--- config.mk ---
export PLATFORM = sky130hd
export DESIGN_NAME = mdio_phy_scanner
export DESIGN_NICKNAME = d
export VERILOG_FILES = /design/src/rtl/mdio_scan_pkg.sv /design/src/rtl/mdio_scan_cursor.sv /design/src/rtl/mdio_scan_gap_timer.sv /design/src/rtl/mdio_phy_scanner.sv
export SDC_FILE = /design/constraint.sdc
export NUM_CORES = 1
export LEC_CHECK = 0
export BUFFER_PORTS_ARGS = -buffer_cell sky130_fd_sc_hd__clkbuf_2
export CAP_MARGIN = 20
export CORE_ASPECT_RATIO = 0.5
export CORE_UTILIZATION = 45
export DETAILED_ROUTE_END_ITERATION = 8
export GPL_TIMING_DRIVEN = 0
export PLACE_DENSITY = 0.7
export SETUP_SLACK_MARGIN = 0.5
export SLEW_MARGIN = 10
export SYNTH_ARGS = -nofsm -noshare
export SYNTH_HDL_FRONTEND = slang
export SYNTH_HIERARCHICAL = 1
export SYNTH_SLANG_ARGS = --single-unit
--- constraint.sdc ---
create_clock -name clk -period 1.8 [get_ports clk]
set_input_delay 0 -clock clk [delete_from_list [all_inputs] [get_ports clk]]
set_output_delay 0 -clock clk [all_outputs]
set_load 0.01 [all_outputs]
--- src/rtl/mdio_scan_pkg.sv ---
package mdio_scan_pkg;

    typedef enum logic [1:0] {
        ST_IDLE,
        ST_PROBE,
        ST_IDLO,
        ST_GAP
    } scan_state_t;

    localparam logic [15:0] EMPTY_WORD = 16'hFFFF;

    typedef struct packed {
        logic [15:0] hi;
        logic [15:0] lo;
    } phy_ident_t;

    function automatic logic slot_empty(input logic [15:0] rdata, input logic timed_out);
        return timed_out || (rdata == EMPTY_WORD);
    endfunction

endpackage

--- src/rtl/mdio_scan_cursor.sv ---
module mdio_scan_cursor #(
    parameter int ADDR_W     = 5,
    parameter int MAX_PASSES = 11
) (
    input  logic              clk,
    input  logic              rst,
    input  logic              clear,
    input  logic              next_addr,
    input  logic              next_pass,
    output logic [ADDR_W-1:0] addr,
    output logic              last_addr,
    output logic              last_pass
);
    localparam int PASS_W = (MAX_PASSES > 1) ? $clog2(MAX_PASSES) : 1;

    logic [PASS_W-1:0] pass_q;

    always_ff @(posedge clk) begin
        if (rst || clear) begin
            addr   <= '0;
            pass_q <= '0;
        end else if (next_pass) begin
            addr   <= '0;
            pass_q <= pass_q + 1'b1;
        end else if (next_addr) begin
            addr <= addr + 1'b1;
        end
    end

    assign last_addr = (addr == {ADDR_W{1'b1}});
    assign last_pass = (pass_q == PASS_W'(MAX_PASSES - 1));
endmodule

--- src/rtl/mdio_scan_gap_timer.sv ---
module mdio_scan_gap_timer #(
    parameter int WAIT_US = 10000
) (
    input  logic clk,
    input  logic rst,
    input  logic run,
    input  logic tick,
    output logic expired
);
    localparam int CNT_W = $clog2(WAIT_US + 1);

    logic [CNT_W-1:0] cnt_q;

    always_ff @(posedge clk) begin
        if (rst || !run) begin
            cnt_q <= '0;
        end else if (tick && !expired) begin
            cnt_q <= cnt_q + 1'b1;
        end
    end

    assign expired = run && (cnt_q == CNT_W'(WAIT_US));
endmodule

--- src/rtl/mdio_phy_scanner.sv ---
module mdio_phy_scanner
    import mdio_scan_pkg::*;
#(
    parameter int ADDR_W     = 5,
    parameter int MAX_PASSES = 11,
    parameter int WAIT_US    = 10000,
    parameter int ID_HI_REG  = 2,
    parameter int ID_LO_REG  = 3
) (
    input  logic              clk,
    input  logic              rst,
    input  logic              start,
    input  logic              us_tick,
    output logic              mgmt_req,
    output logic [ADDR_W-1:0] mgmt_phy,
    output logic [4:0]        mgmt_reg,
    input  logic              mgmt_done,
    input  logic [15:0]       mgmt_rdata,
    input  logic              mgmt_timeout,
    output logic              found,
    output logic [ADDR_W-1:0] phy_addr,
    output logic [31:0]       phy_id,
    output logic              done,
    output logic              fail
);
    scan_state_t       st_q, st_d;
    logic              cur_clear, cur_next_addr, cur_next_pass;
    logic [ADDR_W-1:0] cur_addr;
    logic              cur_last_addr, cur_last_pass;
    logic              gap_expired;
    logic              probe_empty;
    logic [15:0]       hi_q;
    phy_ident_t        ident;

    mdio_scan_cursor #(
        .ADDR_W    (ADDR_W),
        .MAX_PASSES(MAX_PASSES)
    ) u_cursor (
        .clk      (clk),
        .rst      (rst),
        .clear    (cur_clear),
        .next_addr(cur_next_addr),
        .next_pass(cur_next_pass),
        .addr     (cur_addr),
        .last_addr(cur_last_addr),
        .last_pass(cur_last_pass)
    );

    mdio_scan_gap_timer #(
        .WAIT_US(WAIT_US)
    ) u_gap (
        .clk    (clk),
        .rst    (rst),
        .run    (st_q == ST_GAP),
        .tick   (us_tick),
        .expired(gap_expired)
    );

    assign probe_empty = slot_empty(mgmt_rdata, mgmt_timeout);

    always_comb begin
        st_d          = st_q;
        cur_clear     = 1'b0;
        cur_next_addr = 1'b0;
        cur_next_pass = 1'b0;
        case (st_q)
            ST_IDLE: begin
                if (start && !found) begin
                    st_d      = ST_PROBE;
                    cur_clear = 1'b1;
                end
            end
            ST_PROBE: begin
                if (mgmt_done) begin
                    if (!probe_empty) begin
                        st_d = ST_IDLO;
                    end else if (!cur_last_addr) begin
                        cur_next_addr = 1'b1;
                    end else if (cur_last_pass) begin
                        st_d = ST_IDLE;
                    end else begin
                        st_d          = ST_GAP;
                        cur_next_pass = 1'b1;
                    end
                end
            end
            ST_IDLO: begin
                if (mgmt_done) st_d = ST_IDLE;
            end
            ST_GAP: begin
                if (gap_expired) st_d = ST_PROBE;
            end
            default: st_d = ST_IDLE;
        endcase
    end

    always_comb begin
        ident.hi = hi_q;
        ident.lo = mgmt_timeout ? EMPTY_WORD : mgmt_rdata;
    end

    always_ff @(posedge clk) begin
        if (rst) begin
            st_q     <= ST_IDLE;
            found    <= 1'b0;
            fail     <= 1'b0;
            done     <= 1'b0;
            hi_q     <= '0;
            phy_addr <= '0;
            phy_id   <= '0;
        end else begin
            st_q <= st_d;
            done <= 1'b0;
            case (st_q)
                ST_IDLE: begin
                    if (start) begin
                        if (found) done <= 1'b1;
                        else       fail <= 1'b0;
                    end
                end
                ST_PROBE: begin
                    if (mgmt_done) begin
                        if (!probe_empty) begin
                            hi_q <= mgmt_rdata;
                        end else if (cur_last_addr && cur_last_pass) begin
                            fail <= 1'b1;
                            done <= 1'b1;
                        end
                    end
                end
                ST_IDLO: begin
                    if (mgmt_done) begin
                        phy_id   <= ident;
                        phy_addr <= cur_addr;
                        found    <= 1'b1;
                        done     <= 1'b1;
                    end
                end
                default: ;
            endcase
        end
    end

    assign mgmt_req = (st_q == ST_PROBE) || (st_q == ST_IDLO);
    assign mgmt_phy = cur_addr;
    assign mgmt_reg = (st_q == ST_IDLO) ? 5'(ID_LO_REG) : 5'(ID_HI_REG);
endmodule

# Yosys cells after proc, flatten, opt, wreduce, memory -nomap -nowiden
# Cells that the tools add are included.
[op_classes] bitwise_logic=1 eq_ne=16 reduce_logical=18 muxes=34 n_addsub=3
[ops] cell="2-to-1 mux 1 bit" n=23
[ops] cell="equality test 16 bit, second input constant" n=1
[ops] cell="2-to-1 mux 16 bit" n=1
[ops] cell="!= test 2 bit, second input constant" n=8
[ops] cell="adder 14 x 1 -> 14 bit, second input constant" n=1
[ops] cell="equality test 14 bit, second input constant" n=1
[ops] cell="2-to-1 mux 2 bit" n=7
[ops] cell="one-hot mux 2 bit (4 select lines)" n=1
[ops] cell="AND reduction 6 bit" n=1
[ops] cell="adder 5 x 1 -> 5 bit, second input constant" n=1
[ops] cell="equality test 5 bit, second input constant" n=1
[ops] cell="AND reduction 5 bit" n=1
[ops] cell="adder 4 x 1 -> 4 bit, second input constant" n=1
[ops] cell="equality test 2 bit, second input constant" n=2
[ops] cell="equality test 4 bit, second input constant" n=1
[ops] cell="logical AND 1 bit" n=4
[ops] cell="logical OR 1 bit" n=4
[ops] cell="logical NOT 1 bit" n=3
[ops] cell="!= test 3 bit, second input constant" n=1
[ops] cell="one-hot mux 1 bit (3 select lines)" n=1
[ops] cell="AND reduction 3 bit" n=1
[ops] cell="equality test 2 x 1 -> 1 bit, second input constant" n=1
[ops] cell="logical NOT 2 bit" n=1
[ops] cell="one-hot mux 1 bit (2 select lines)" n=1
[ops] cell="4 further kinds" n=4
[totals] elab_cells=82 register_bits=81 output_inout_bits=51 in_bits=22

# Depth between registers and ports, before layout
# Gate-level depths: netlist of the first run.
[logic_depth] word_depth=7 depth_mapped=8 mapped_depth_nobuf=8

# Hierarchy
# Netlist of the first run, hierarchy kept.
[by_module_without_submodules] module="mdio_phy_scanner" area_per_inst_um2=2349.8 seq_area_each_um2=1161.1 cells_each=291 instances=1
[by_module_without_submodules] module="mdio_scan_gap_timer" area_per_inst_um2=708.2 seq_area_each_um2=280.3 cells_each=78 instances=1
[by_module_without_submodules] module="mdio_scan_cursor" area_per_inst_um2=457.9 seq_area_each_um2=180.2 cells_each=44 instances=1

# Worst setup path before layout of the first run
# No wires, ideal clock.
[synth_timing] path_kind="register -> register" startpoint="register u_cursor.addr[0]" endpoint="register u_cursor.addr[2]" required_time_ps=1734 arrival_ps=1771 stages_incl_launch_ff=8 setup_ps=66 path_buffers=1 path_slack_ps=-37 period_less_slack_ps=1837 path_cell_list="dfxtp_1 -> ha_1 -> and3_1 -> ha_1 -> and3_1 -> buf_6 -> or3_4 -> a21oi_2"
[synth_via] elab_chain_cells=6 elab_cells_between_ends=11 classes_between="1 x add/sub; 1 x eq/ne; 8 x mux; 1 x reduce/logical"
[synth_rtl] item="start: declaration" line_no="mdio_scan_cursor.sv:10" rtl="output logic [ADDR_W-1:0] addr,"
[synth_rtl] item="start signal: assignment" line_no="mdio_scan_cursor.sv:26" rtl="addr <= addr + 1'b1;"
[synth_rtl] item="equality test 5 bit" line_no="mdio_scan_cursor.sv:30" rtl="assign last_addr = (addr == {ADDR_W{1'b1}});"
[synth_rtl] item="net cur_last_addr" line_no="mdio_phy_scanner.sv:29" rtl="logic cur_last_addr, cur_last_pass;"
[synth_rtl] item="2-to-1 mux 1 bit" line_no="mdio_phy_scanner.sv:77" rtl="end else if (!cur_last_addr) begin"
[synth_rtl] item="2-to-1 mux 1 bit" line_no="mdio_phy_scanner.sv:75" rtl="if (!probe_empty) begin"
[synth_rtl] item="2-to-1 mux 1 bit" line_no="mdio_phy_scanner.sv:74" rtl="if (mgmt_done) begin"
[synth_rtl] item="2-to-1 mux 1 bit" line_no="mdio_phy_scanner.sv:66" rtl="case (st_q)"
[synth_rtl] item="net cur_next_pass" line_no="mdio_phy_scanner.sv:27" rtl="logic cur_clear, cur_next_addr, cur_next_pass;"
[synth_rtl] item="OR reduction 2 bit (no source line)"
# The timed path passes the listed nets, and every way through them passes these cells.
# A chain may end at the register's enable or synchronous reset.

# Final worst setup path of the first run
[layout_timing] startpoint="register st_q[0]" endpoint="register u_cursor.pass_q[3]"
[layout_via] elab_cells_between_ends=5 classes_between="1 x eq/ne; 2 x mux; 2 x reduce/logical"
[layout_lines] item="start: declaration" line_no="mdio_phy_scanner.sv:26" rtl="scan_state_t st_q, st_d;"
[layout_lines] item="start signal: assignment" line_no="mdio_phy_scanner.sv:112" rtl="st_q <= st_d;"
[layout_lines] item="equality test 2 x 1 -> 1 bit" line_no="mdio_phy_scanner.sv:66"
[layout_lines] item="2-to-1 mux 1 bit" line_no="mdio_phy_scanner.sv:66"
[layout_lines] item="net cur_next_pass" line_no="mdio_phy_scanner.sv:27"
[layout_lines] item="end signal: assignment" line_no="mdio_scan_cursor.sv:24" rtl="pass_q <= pass_q + 1'b1;"
[layout_lines] item="end: declaration" line_no="mdio_scan_cursor.sv:16" rtl="logic [PASS_W-1:0] pass_q;"
# The timed path passes the listed nets, and every way through them passes these cells.

==> results of run 1 <==
[worst paths after layout]
check | start | slack (ns) | end
hold / removal | us_tick | 0.06 | u_gap/cnt_q[9]
hold reg to reg | phy_id[21] | 0.46 | phy_id[21]
setup / recovery | st_q[0] | 0.11 | u_cursor/pass_q[3]
setup reg to reg | st_q[0] | 0.11 | u_cursor/pass_q[3]
[cell usage in the layout (no fill, tap or decap), drive strengths merged, types with 12 or more instances in the layout]
cell / count
a21oi: 44
buf: 44
clkbuf: 87
dfxtp: 81
dlygate4sd3: 19
inv: 15
nand2: 82
nand4: 12
nor2: 38
nor3: 34
[layout make-up]
cell class	count	area [µm²]	area share (%)
Sequential cell	81	1650	31.5
Multi-Input combinational cell	296	2020	38.5
Clock buffer	9	225	4.30
Inverter	11	43.8	0.836
Buffer	27	277	5.28
Timing Repair Buffer	115	823	15.7
Tap cell	96	120	2.29
Clock inverter	7	82.6	1.58
[per-stage QoR]
stage / TNS (ns) / cell area, µm² / total power, mW / setup slack [ns] / hold slack (ns)
after floorplan: 0 / 3640 / 2.30 / 0.190 / 0.136
after global placement: -0.265 / 4100 / 2.45 / -0.157 / 0.267
after detailed placement: -0.261 / 4100 / 2.45 / -0.153 / 0.267
after CTS: 0 / 5110 / 4.55 / 0.139 / 0.0503
after global routing: 0 / 5240 / 4.81 / 0.0527 / 0.107
final: 0 / 5240 / 4.61 / 0.113 / 0.0603
[logic make-up (layout without fill, tap and decap cells)]
kind of cell    Yosys count  count (layout)  synth area share (%)
simple gates            205             205                  28.4
flops                    81              81                  46.1
compound gates           58              58                  11.1
buf+inv                  38             169                  5.55
xor+xnor                 12              12                  2.99
fa+ha+maj                10              10                  3.56
mux                       7               7                  2.06
other cells               2               4                 0.214
[power by group through the flow]
stage                     Sequential [mW]  Clock (mW)  Combinational [mW]
after floorplan                      1.94           0               0.362
after global placement               1.94           0               0.510
after detailed placement             1.94           0               0.515
after CTS                            1.91        1.94               0.708
after global routing                 1.92        2.03               0.863
final                                1.91        1.90               0.799
[repair_timing]
item | CTS | global route
resized for setup | 67 | 27
pin swaps | 18 | 13
hold endpoints to repair | 31 | 0
hold buffers | 19 | 0
setup endpoints to repair | 68 | 81
gates cloned | 3 | 0
setup buffers | 23 | 3
[state kept, by name, summed over array words and instances, names as in the netlist]
signal	flops
u_gap/cnt_q	14
u_cursor/pass_q	4
fail	1
phy_addr	5
u_cursor/addr	5
found	1
done	1
hi_q	16
st_q	2
phy_id	32
[critical path, cell delays in order (launching register included)]
cell	delay [ns]
sky130_fd_sc_hd__dfxtp_4	0.39
sky130_fd_sc_hd__ha_4	0.16
sky130_fd_sc_hd__nand2_4	0.05
sky130_fd_sc_hd__and2b_1	0.23
sky130_fd_sc_hd__and3_4	0.20
sky130_fd_sc_hd__buf_6	0.11
sky130_fd_sc_hd__nand4_1	0.11
sky130_fd_sc_hd__mux2_4	0.32
[layer usage]
| layer | up-vias | global-route usage [%] |
|---|---|---|
| met2 | 97 | 41.8 |
| met4 | 0 | 9.82 |
| met3 | 20 | 6.28 |
| met5 | - | 0 |
| li1 | 1653 | - |
| met1 | 1617 | 29.5 |
==> impl_metrics.sql, run 1 <==
INSERT INTO impl_metrics (metric_group, metric, value, unit) VALUES
('status', 'run_status', 'completed', ''),
('synth', 'synthTopCellsByArea', 'sky130_fd_sc_hd__dfxtp_1 46%, sky130_fd_sc_hd__nand2_1 8.8%, sky130_fd_sc_hd__nor3_1 4.8%, sky130_fd_sc_hd__a21oi_1 4.7%, sky130_fd_sc_hd__nor2_1 4.1%', ''),
('die', 'initial_core_util', '47.3', '%'),
('power', 'p_sw_share', '27.5', '%'),
('clocking', 'clk_transition_reported_paths', '0.07', 'ns'),
('global_routing', 'grtUsageTotal', '24.4', '%'),
('routing', 'wl_met3', '463', 'µm'),
('placement', 'detailed_place_hpwl', '5680', 'µm'),
('global_routing', 'grt_start_max_net_pins', '17', ''),
('cells_and_area', 'finalCoreUtilization', '70.5', '%'),
('timing', 'grt_setup_unrepaired', 'yes', ''),
('synth', 'yosys-top-cells-count', '82 x sky130_fd_sc_hd__nand2_1, 81 x sky130_fd_sc_hd__dfxtp_1, 38 x sky130_fd_sc_hd__nor2_1', ''),
('synth', 'yosys_register_bits', '81', ''),
('timing', 'finClkSkew', '0.0115', 'ns'),
('synth', 'yosys.area.top_type', 'sky130_fd_sc_hd__dfxtp_1', ''),
('placement', 'placed_cells_incl_taps', '578', ''),
('routing', 'drt-total-wl', '9480', 'µm'),
('cells_and_area', 'num_antenna_cells', '0', ''),
('clocking', 'htree_num_levels', '3', ''),
('critical_path', 'worstRegToRegCells', '7', ''),
('job', 'max_cap_viol_count', '0', ''),
('die', 'floorplan.die.height', '64.5', 'µm'),
('power', 'leakage', '2.04', 'nW'),
('critical_path', 'worst-endpoint-arrival', '1.92', 'ns'),
('cells_and_area', 'area.growth.synth_to_final', '48.9', '%'),
('placement', 'numPortBuffers', '67', ''),
('power', 'power.combinational.fraction', '17.3', '%'),
('routing', 'vias', '3387', ''),
('timing', 'report.final.slew_viol_count', '0', ''),
('cells_and_area', 'drive_above_1_share', '40.1', '%'),
('die', 'num_rows', '22', ''),
('synth', 'synth_seq_area_share', '46.1', '%'),
('synth', 'synth_top_cell_area_share', '46.1', '%'),
('clocking', 'tritoncts', 'done', ''),
('synth', 'postSynthAreaPerCell', '8.51', 'µm²'),
('die', 'io_pins', '73', ''),
('power', 'p_clk_share', '41.2', '%'),
('routing', 'detail_route.drc_violations', '0', ''),
('timing', 'hold_viol_final', '0', ''),
('timing', 'setup_viol', '0', ''),
('global_routing', 'overflow', '0', ''),
('routing', 'vias_per_cell', '5.28', ''),
('power', 'power.net_switching', '1.27', 'mW'),
('synth', 'synth-main-ff-cell', 'sky130_fd_sc_hd__dfxtp_1', ''),
('synth', 'synthMostInstantiatedCell', 'sky130_fd_sc_hd__nand2_1', ''),
('routing', 'first_iter_violations', '235', ''),
('global_routing', 'vias_in_the_first_global_route', '3212', ''),
('timing', 'worstMarginPinSlew', '0.717', 'ns'),
('power', 'power.sequential.fraction', '41.4', '%'),
('clocking', 'clockBufferDepth', '2', ''),
('synth', 'synth_cell_types', '49', ''),
('synth', 'synth_warnings', '6', ''),
('routing', 'firstDrtPassIters', '6', ''),
('worst_hold_path', 'hold_path_depth', '4', ''),
('worst_hold_path', 'hold_path_class', 'primary input to register', ''),
('global_routing', 'wire_length_of_the_first_global_routing_pass', '15500', 'µm'),
('timing', 'final_period_minus_worst_setup_slack', '1.69', 'ns'),
('cells_and_area', 'finish.net_count', '573', ''),
('synth', 'synth_area', '3520', 'µm²'),
('critical_path', 'crit_type', 'register to register', ''),
('synth', 'synthArstFlopShare', '0', '%'),
('power', 'p_int', '3.35', 'mW'),
('routing', 'antenna_left', '0', ''),
('critical_path', 'critPathLaunchType', 'register', ''),
('clocking', 'insertion_delay', '0.35', 'ns'),
('global_routing', 'antenna_found_initial', '0', ''),
('routing', 'drt-wirelength-per-cell', '14.8', 'µm'),
('routing', 'wl_met1', '4220', 'µm'),
('cells_and_area', 'n_fill_cell', '542', ''),
('critical_path', 'worst-path-max-fanout', '5', ''),
('timing', 'max_freq', '0.593', 'GHz');
Power figures use the tool's default switching activity.
==> inputs of run 2 (changes only) <==
Settings changed: CORE_ASPECT_RATIO 0.5 to unset.
==> run 2 against run 1 <==
  * Global-route usage shrank 1.4 points
  * Clock power is 25% lower
  * Maximum frequency is 0.85% lower
  * Critical path depth grew 1
  * Final cell count up 1.9%
  * Sequential share of layout area shrank 1.7 points
  * Sequential cell count unchanged
  * Power is 10% lower
  * First-iteration DRC count fell by 50%
  * Critical endpoint unchanged
  * Worst hold slack worse by 0.023 ns
  * Critical path type unchanged
==> impl_metrics.sql, run 2 (synthesis gave the netlist of run 1 again) <==
INSERT INTO impl_metrics (metric_group, metric, value, unit) VALUES
('timing', 'relSlewSlack', '47.8', '%'),
('worst_hold_path', 'hold_path_class', 'primary input to register', ''),
('clocking', 'clock_sinks', '81', ''),
('timing', 'post-route-period-util', '94.6', '%'),
('global_routing', 'vias_in_the_first_global_route', '3287', ''),
('clocking', 'insertion_delay', '0.35', 'ns'),
('clocking', 'clk_transition_reported_paths', '0.08', 'ns'),
('critical_path', 'critPathMaxStageDelay', '0.37', 'ns'),
('cells_and_area', 'fin_area', '5580', 'µm²'),
('routing', 'vias', '3437', ''),
('timing', 'grt_setup_unrepaired', 'yes', ''),
('timing', 'report.final.slew_viol_count', '0', ''),
('cells_and_area', 'finish.net_count', '582', ''),
('clocking', 'cts_made_buffers', '9', ''),
('critical_path', 'setup.worst_path.end_class', 'register', ''),
('routing', 'antenna_left', '0', ''),
('cells_and_area', 'registers.top_by_ff_count', 'phy_id', ''),
('critical_path', 'path_delay_family', 'simple AND/OR/NAND/NOR gates', ''),
('cells_and_area', 'drive_above_1_share', '51.0', '%'),
('timing', 'worstMarginPinSlew', '0.783', 'ns'),
('clocking', 'tritoncts', 'done', ''),
('routing', 'drt-wirelength-per-cell', '16.1', 'µm'),
('critical_path', 'worst-endpoint-arrival', '1.93', 'ns'),
('global_routing', 'grt_start_max_net_pins', '16', ''),
('die', 'fp.dieArea', '8170', 'µm²'),
('critical_path', 'list_of_cells_traversed_by_the_critical_path', 'inv_4 > ha_4 > nand2_2 > and2b_2 > and3_4 > buf_6 > nand4_1 > mux2_4', ''),
('global_routing', 'overflow', '0', ''),
('clocking', 'htree_num_levels', '3', ''),
('critical_path', 'critPathLaunchType', 'register', ''),
('timing', 'max_freq', '0.588', 'GHz'),
('routing', 'detail_route.drc_violations', '0', ''),
('die', 'io_pins', '73', ''),
('critical_path', 'cp.required', '2.03', 'ns'),
('power', 'leakage', '2.36', 'nW'),
('placement', 'detailed_place_hpwl', '5840', 'µm'),
('cells_and_area', 'mostFrequentLayoutCell', 'sky130_fd_sc_hd__dfxtp_1', ''),
('routing', 'firstDrtPassIters', '4', ''),
('placement', 'placer_congestion', '0.816', ''),
('critical_path', 'worst-path-max-fanout', '6', ''),
('timing', 'hold_viol_final', '0', ''),
('timing', 'finClkSkew', '0.0159', 'ns'),
('critical_path', 'crit_type', 'register to register', ''),
('die', 'core_region_area', '7410', 'µm²'),
('routing', 'vias_per_cell', '5.26', ''),
('critical_path', 'critical_path.slowest_cell', 'sky130_fd_sc_hd__dfxtp_4', ''),
('global_routing', 'antenna_found_initial', '0', ''),
('placement', 'post-place-ws', '-0.139', 'ns'),
('cells_and_area', 'area.growth.synth_to_final', '58.6', '%'),
('timing', 'setup_viol', '0', ''),
('cells_and_area', 'layout_common_cells', '66 x sky130_fd_sc_hd__dfxtp_1, 65 x sky130_fd_sc_hd__clkbuf_2, 59 x sky130_fd_sc_hd__nand2_1', ''),
('power', 'cellPowerDensity', '744', 'nW/µm²'),
('die', 'num_rows', '31', ''),
('cells_and_area', 'biggest_registers_after_layout', 'phy_id x32, hi_q x16, u_gap/cnt_q x14', ''),
('routing', 'drt-total-wl', '10500', 'µm'),
('die', 'floorplan.die.height', '90.4', 'µm'),
('timing', 'final_period_minus_worst_setup_slack', '1.70', 'ns'),
('status', 'run_status', 'completed', ''),
('critical_path', 'path_buf_inv', '2', ''),
('power', 'largest_vdd_supply_drop', '424', 'µV'),
('placement', 'placed_cells_incl_taps', '581', ''),
('timing', 'fin_ws', '0.0981', 'ns'),
('global_routing', 'grtUsageTotal', '22.9', '%'),
('clocking', 'root_buffer_selected_by_cts', 'sky130_fd_sc_hd__clkbuf_8', ''),
('job', 'max_cap_viol_count', '0', ''),
('routing', 'first_iter_violations', '117', ''),
('cells_and_area', 'fin_cells', '654', ''),
('clocking', 'clockBufferDepth', '2', ''),
('placement', 'numPortBuffers', '67', ''),
('cells_and_area', 'n_fill_cell', '525', ''),
('placement', 'detailed_place.area', '4100', 'µm²'),
('global_routing', 'wire_length_of_the_first_global_routing_pass', '15100', 'µm'),
('die', 'initial_core_util', '47.5', '%'),
('cells_and_area', 'num_antenna_cells', '0', ''),
('die', 'chipWidth', '90.4', 'µm'),
('cells_and_area', 'number_of_flip_flops_under_the_largest_register_name', '32', '');
[run 2: area by class of cell]
type                    instances  area, µm²  area share (%)
flip-flops and latches         81       1660            29.8
clock inverters                 6       72.6            1.30
well taps                      99        124            2.22
inverters                      11       43.8           0.785
repair buffers                124        930            16.7
clock buffers                  10        138            2.47
plain buffers                  27        299            5.36
multi-input cells             296       2310            41.4
[run 2: metrics by stage]
step	util (%)	TNS [ns]	power, mW	hold WS [ns]
global route	75.3	0	4.31	0.0445
global placement	55.4	-0.173	2.44	0.260
CTS	68.5	0	4.00	0.00492
finish	75.3	0	4.15	0.0375
detailed placement	55.4	-0.195	2.45	0.268
floorplan	-	0	2.30	0.136
[run 2: power breakdown]
group	total [mW]	internal, mW	leakage, nW	switching, mW
sequential	1.92	1.85	0.663	0.0733
combinational	0.815	0.400	1.59	0.415
clock	1.42	0.697	0.105	0.718
[run 2: worst register-to-register path, stage by stage (launching register included)]
cell	delay, ns
sky130_fd_sc_hd__dfxtp_4	0.37
sky130_fd_sc_hd__inv_4	0.06
sky130_fd_sc_hd__ha_4	0.13
sky130_fd_sc_hd__nand2_2	0.05
sky130_fd_sc_hd__and2b_2	0.24
sky130_fd_sc_hd__and3_4	0.19
sky130_fd_sc_hd__buf_6	0.12
sky130_fd_sc_hd__nand4_1	0.11
sky130_fd_sc_hd__mux2_4	0.31
[run 2: final timing paths]
kind                       from            endpoint  slack (ns)  cells past startpoint
setup / recovery        st_q[1]  u_cursor/pass_q[3]         0.1                      8
setup reg to reg        st_q[1]  u_cursor/pass_q[3]         0.1                      8
hold reg to reg        hi_q[11]          phy_id[27]        0.46                      2
hold / removal    mgmt_rdata[1]           phy_id[1]        0.04                      3
[run 2: per-layer routing]
layer,track usage [%],up-vias,part of all wire [%]
met5,0,-,0
met4,7.53,0,1.1
met3,3.54,14,2.9
met2,41.6,69,52
met1,27.6,1682,44
li1,-,1672,-
[run 2: repair_timing]
action / 4_1_cts / 5_1_grt
resized for setup: 84 / 106
pin swaps: 25 / 17
cloned: 4 / 1
buffers inserted: 27 / 7
hold endpoints to repair: 31 / 1
hold buffers: 17 / 1
setup endpoints to repair: 73 / 79
==> inputs of run 3 (changes only) <==
Settings changed: ABC_AREA set to 1, CORE_UTILIZATION 45 to 50, PLACE_DENSITY 0.7 to 0.76.
==> run 3 against run 2 <==
  * Area after synthesis up 6.1%
  * Worst hold slack better by 0.054 ns
  * Synthesized cell count is 24% higher
  * Worst setup slack worse by 0.086 ns
  * Combinational power grew to 3.6 times the previous value
  * Via count up 36%
  * Largest power group is now combinational cells
  * Design area is 11% higher
  * Clock power is essentially flat
==> impl_metrics.sql, run 3 <==
INSERT INTO impl_metrics (metric_group, metric, value, unit) VALUES
('placement', 'placed_cells_incl_taps', '679', ''),
('cells_and_area', 'area.growth.synth_to_final', '65.4', '%'),
('critical_path', 'cp.required', '2.08', 'ns'),
('placement', 'post-place-ws', '0.160', 'ns'),
('timing', 'setup_viol', '0', ''),
('synth', 'yosys.area.top_type', 'sky130_fd_sc_hd__dfxtp_1', ''),
('critical_path', 'path_delay_family', 'simple AND/OR/NAND/NOR gates', ''),
('clocking', 'htree_num_levels', '3', ''),
('critical_path', 'critical_path.slowest_cell', 'sky130_fd_sc_hd__dfxtp_4', ''),
('synth', 'synthTopCellsByArea', 'sky130_fd_sc_hd__dfxtp_1 43%, sky130_fd_sc_hd__nor2_1 10%, sky130_fd_sc_hd__nand2_1 7.9%, sky130_fd_sc_hd__o21ai_0 6.3%, sky130_fd_sc_hd__inv_1 4.1%', ''),
('routing', 'drt-wirelength-per-cell', '21.4', 'µm'),
('critical_path', 'worst-endpoint-arrival', '2.06', 'ns'),
('clocking', 'clk_transition_reported_paths', '0.09', 'ns'),
('synth', 'synth_area', '3730', 'µm²'),
('synth', 'synth_compound_area_share', '13.1', '%'),
('timing', 'finClkSkew', '0.0150', 'ns'),
('critical_path', 'critPathLaunchType', 'register', ''),
('placement', 'detailed_place_hpwl', '6520', 'µm'),
('timing', 'worstMarginPinSlew', '1.32', 'ns'),
('routing', 'first_iter_violations', '420', ''),
('clocking', 'root_buffer_selected_by_cts', 'sky130_fd_sc_hd__clkbuf_8', ''),
('power', 'power.combinational.fraction', '44.6', '%'),
('critical_path', 'path_buf_inv', '2', ''),
('clocking', 'insertion_delay', '0.37', 'ns'),
('clocking', 'cts_made_buffers', '9', ''),
('synth', 'synth-main-ff-cell', 'sky130_fd_sc_hd__dfxtp_1', ''),
('synth', 'synthArstFlopShare', '0', '%'),
('timing', 'grt_setup_unrepaired', 'yes', ''),
('synth', 'postSynthAreaPerCell', '7.29', 'µm²'),
('synth', 'synth_top_cell_area_share', '43.5', '%'),
('synth', 'synth_edf_count', '0', ''),
('cells_and_area', 'fin_cells', '761', ''),
('placement', 'numPortBuffers', '66', ''),
('routing', 'detail_route.drc_violations', '0', ''),
('synth', 'synth_warnings', '6', ''),
('die', 'num_rows', '31', ''),
('global_routing', 'wire_length_of_the_first_global_routing_pass', '18600', 'µm'),
('critical_path', 'list_of_cells_traversed_by_the_critical_path', 'ha_4 > inv_2 > nor3_4 > ha_4 > nand2_2 > buf_4 > nor2_2 > nand3_1 > a21oi_2', ''),
('placement', 'placer_congestion', '0.886', ''),
('critical_path', 'critPathMaxStageDelay', '0.37', 'ns'),
('power', 'p_sw_share', '39.2', '%'),
('power', 'largest_vdd_supply_drop', '965', 'µV'),
('worst_hold_path', 'hold_path_class', 'primary input to register', ''),
('die', 'chipWidth', '88.4', 'µm'),
('timing', 'final_period_minus_worst_setup_slack', '1.79', 'ns'),
('global_routing', 'antenna_found_initial', '0', ''),
('timing', 'max_freq', '0.559', 'GHz'),
('critical_path', 'setup.worst_path.end_class', 'register', ''),
('placement', 'detailed_place.area', '4330', 'µm²'),
('timing', 'relSlewSlack', '12.2', '%'),
('timing', 'hold_slack', '0.0915', 'ns'),
('synth', 'synth_seq_area_share', '43.5', '%'),
('power', 'power.sequential.fraction', '33.8', '%'),
('timing', 'fin_ws', '0.0126', 'ns'),
('synth', 'xor_xnor_portion_of_the_synthesized_cell_area', '0.704', '%'),
('cells_and_area', 'mostFrequentLayoutCell', 'sky130_fd_sc_hd__nor2_1', ''),
('synth', 'yosys_register_bits', '81', ''),
('global_routing', 'vias_in_the_first_global_route', '3856', ''),
('critical_path', 'crit_type', 'register to register', ''),
('synth', 'synthMostInstantiatedCell', 'sky130_fd_sc_hd__nor2_1', ''),
('global_routing', 'grtUsageTotal', '31.5', '%'),
('die', 'fp.dieArea', '7810', 'µm²'),
('synth', 'yosys-top-cells-count', '104 x sky130_fd_sc_hd__nor2_1, 81 x sky130_fd_sc_hd__dfxtp_1, 79 x sky130_fd_sc_hd__nand2_1', ''),
('synth', 'simple_gate_share_of_the_synthesized_area', '31.2', '%'),
('timing', 'hold_viol_final', '0', ''),
('cells_and_area', 'number_of_flip_flops_under_the_largest_register_name', '32', ''),
('power', 'power.net_switching', '2.59', 'mW'),
('power', 'leakage', '2.54', 'nW'),
('power', 'pnr_total_power', '6.59', 'mW'),
('routing', 'vias_per_cell', '6.16', ''),
('clocking', 'clockBufferDepth', '2', ''),
('power', 'p_clk_share', '21.5', '%'),
('status', 'run_status', 'completed', ''),
('timing', 'post-route-period-util', '99.3', '%'),
('clocking', 'tritoncts', 'done', ''),
('die', 'core_region_area', '7210', 'µm²'),
('cells_and_area', 'num_antenna_cells', '0', ''),
('global_routing', 'overflow', '0', ''),
('die', 'io_pins', '73', ''),
('cells_and_area', 'registers.top_by_ff_count', 'phy_id', ''),
('job', 'max_cap_viol_count', '0', ''),
('die', 'initial_core_util', '51.7', '%'),
('cells_and_area', 'biggest_registers_after_layout', 'phy_id x32, hi_q x16, u_gap/cnt_q x14', ''),
('cells_and_area', 'finish.net_count', '690', ''),
('synth', 'post_synth_fa_ha_maj_area_fraction', '3.35', '%'),
('die', 'floorplan.die.height', '88.4', 'µm'),
('cells_and_area', 'fin_area', '6170', 'µm²'),
('critical_path', 'worst-path-max-fanout', '2', ''),
('synth', 'syn_inst', '512', ''),
('routing', 'antenna_left', '0', ''),
('synth', 'largest_family_of_logic_cells_by_synthesized_area', 'simple AND/OR/NAND/NOR gates', ''),
('power', 'p_int', '4.00', 'mW'),
('global_routing', 'grt_start_max_net_pins', '15', ''),
('synth', 'synth_cell_types', '32', ''),
('clocking', 'clock_sinks', '81', ''),
('routing', 'firstDrtPassIters', '6', ''),
('routing', 'drt-total-wl', '16300', 'µm'),
('cells_and_area', 'layout_common_cells', '69 x sky130_fd_sc_hd__nor2_1, 67 x sky130_fd_sc_hd__clkbuf_2, 67 x sky130_fd_sc_hd__dfxtp_1', ''),
('critical_path', 'critical-path-top-cell-by-count', 'sky130_fd_sc_hd__ha_4', ''),
('timing', 'report.final.slew_viol_count', '0', ''),
('cells_and_area', 'drive_above_1_share', '51.5', '%'),
('power', 'cellPowerDensity', '1070', 'nW/µm²'),
('synth', 'yosys-mux-area-fraction', '0', '%'),
('routing', 'vias', '4684', '');
## run 3: cells by family (layout without fill, tap and decap cells)
family / count (synthesis) / count (layout)
buffers and inverters: 68 / 216
AOI/OAI and AO/OA: 87 / 87
xor gates and xnor gates: 3 / 3
other: 2 / 4
adders and majority gates: 10 / 10
and+or+nand+nor: 261 / 261
DFF: 81 / 81
## run 3: power by group through the flow
stage	clock network, mW	registers (mW)	logic [mW]
after floorplan	0	2.27	0.913
after global placement	0	2.20	1.37
after detailed placement	0	2.21	1.40
after CTS	1.37	2.19	2.29
after global routing	1.46	2.24	3.06
final	1.42	2.23	2.94
## run 3: final timing paths
path               startpoint              end  slack [ns]  depth (start not counted)
max          u_cursor/addr[1]             done        0.01                          9
max reg2reg  u_cursor/addr[1]             done        0.01                          9
min reg2reg          hi_q[10]         hi_q[10]        0.48                          2
min                       rst  u_gap/cnt_q[12]        0.09                          4
## run 3: cell type report
type	count	area, µm²
Fill cell	333	1040
Tap cell	99	124
Clock buffer	9	124
Sequential cell	81	1660
Timing Repair Buffer	133	1100
Clock inverter	6	65.1
Multi-Input combinational cell	365	2640
Inverter	43	195
Buffer	25	265
## run 3: stage by stage
step	setup TNS, ns	util [%]
after floorplan	0	-
after global placement	0	60.0
after detailed placement	0	60.0
after CTS	0	77.9
after global routing	-0.00472	85.6
final	0	85.6
## run 3: repair_timing
| item | 4_1_cts | 5_1_grt |
|---|---|---|
| endpoints found under the hold margin | 37 | 0 |
| gates resized for setup | 158 | 125 |
| buffers inserted | 28 | 14 |
| hold buffers | 18 | 0 |
| cloned | 7 | 0 |
| pin swaps | 53 | 50 |
| endpoints found under the setup margin | 75 | 82 |
## run 3: worst reg2reg max path: stages (launching register included)
cell and delay [ns]:
sky130_fd_sc_hd__dfxtp_4 0.37, sky130_fd_sc_hd__ha_4 0.14, sky130_fd_sc_hd__inv_2 0.05, sky130_fd_sc_hd__nor3_4 0.17
sky130_fd_sc_hd__ha_4 0.21, sky130_fd_sc_hd__nand2_2 0.09, sky130_fd_sc_hd__buf_4 0.16, sky130_fd_sc_hd__nor2_2 0.10
sky130_fd_sc_hd__nand3_1 0.17, sky130_fd_sc_hd__a21oi_2 0.26
## run 3: routing by layer
layer | routed length [µm] | part of all wire, % | global-route usage [%] | up-vias
met4 | 1120 | 6.9 | 16.7 | 0
met1 | 5740 | 35 | 38.0 | 2211
met5 | 0 | 0 | 0 | -
met2 | 7700 | 47 | 52.9 | 410
met3 | 1710 | 11 | 6.44 | 135
li1 | - | - | - | 1928
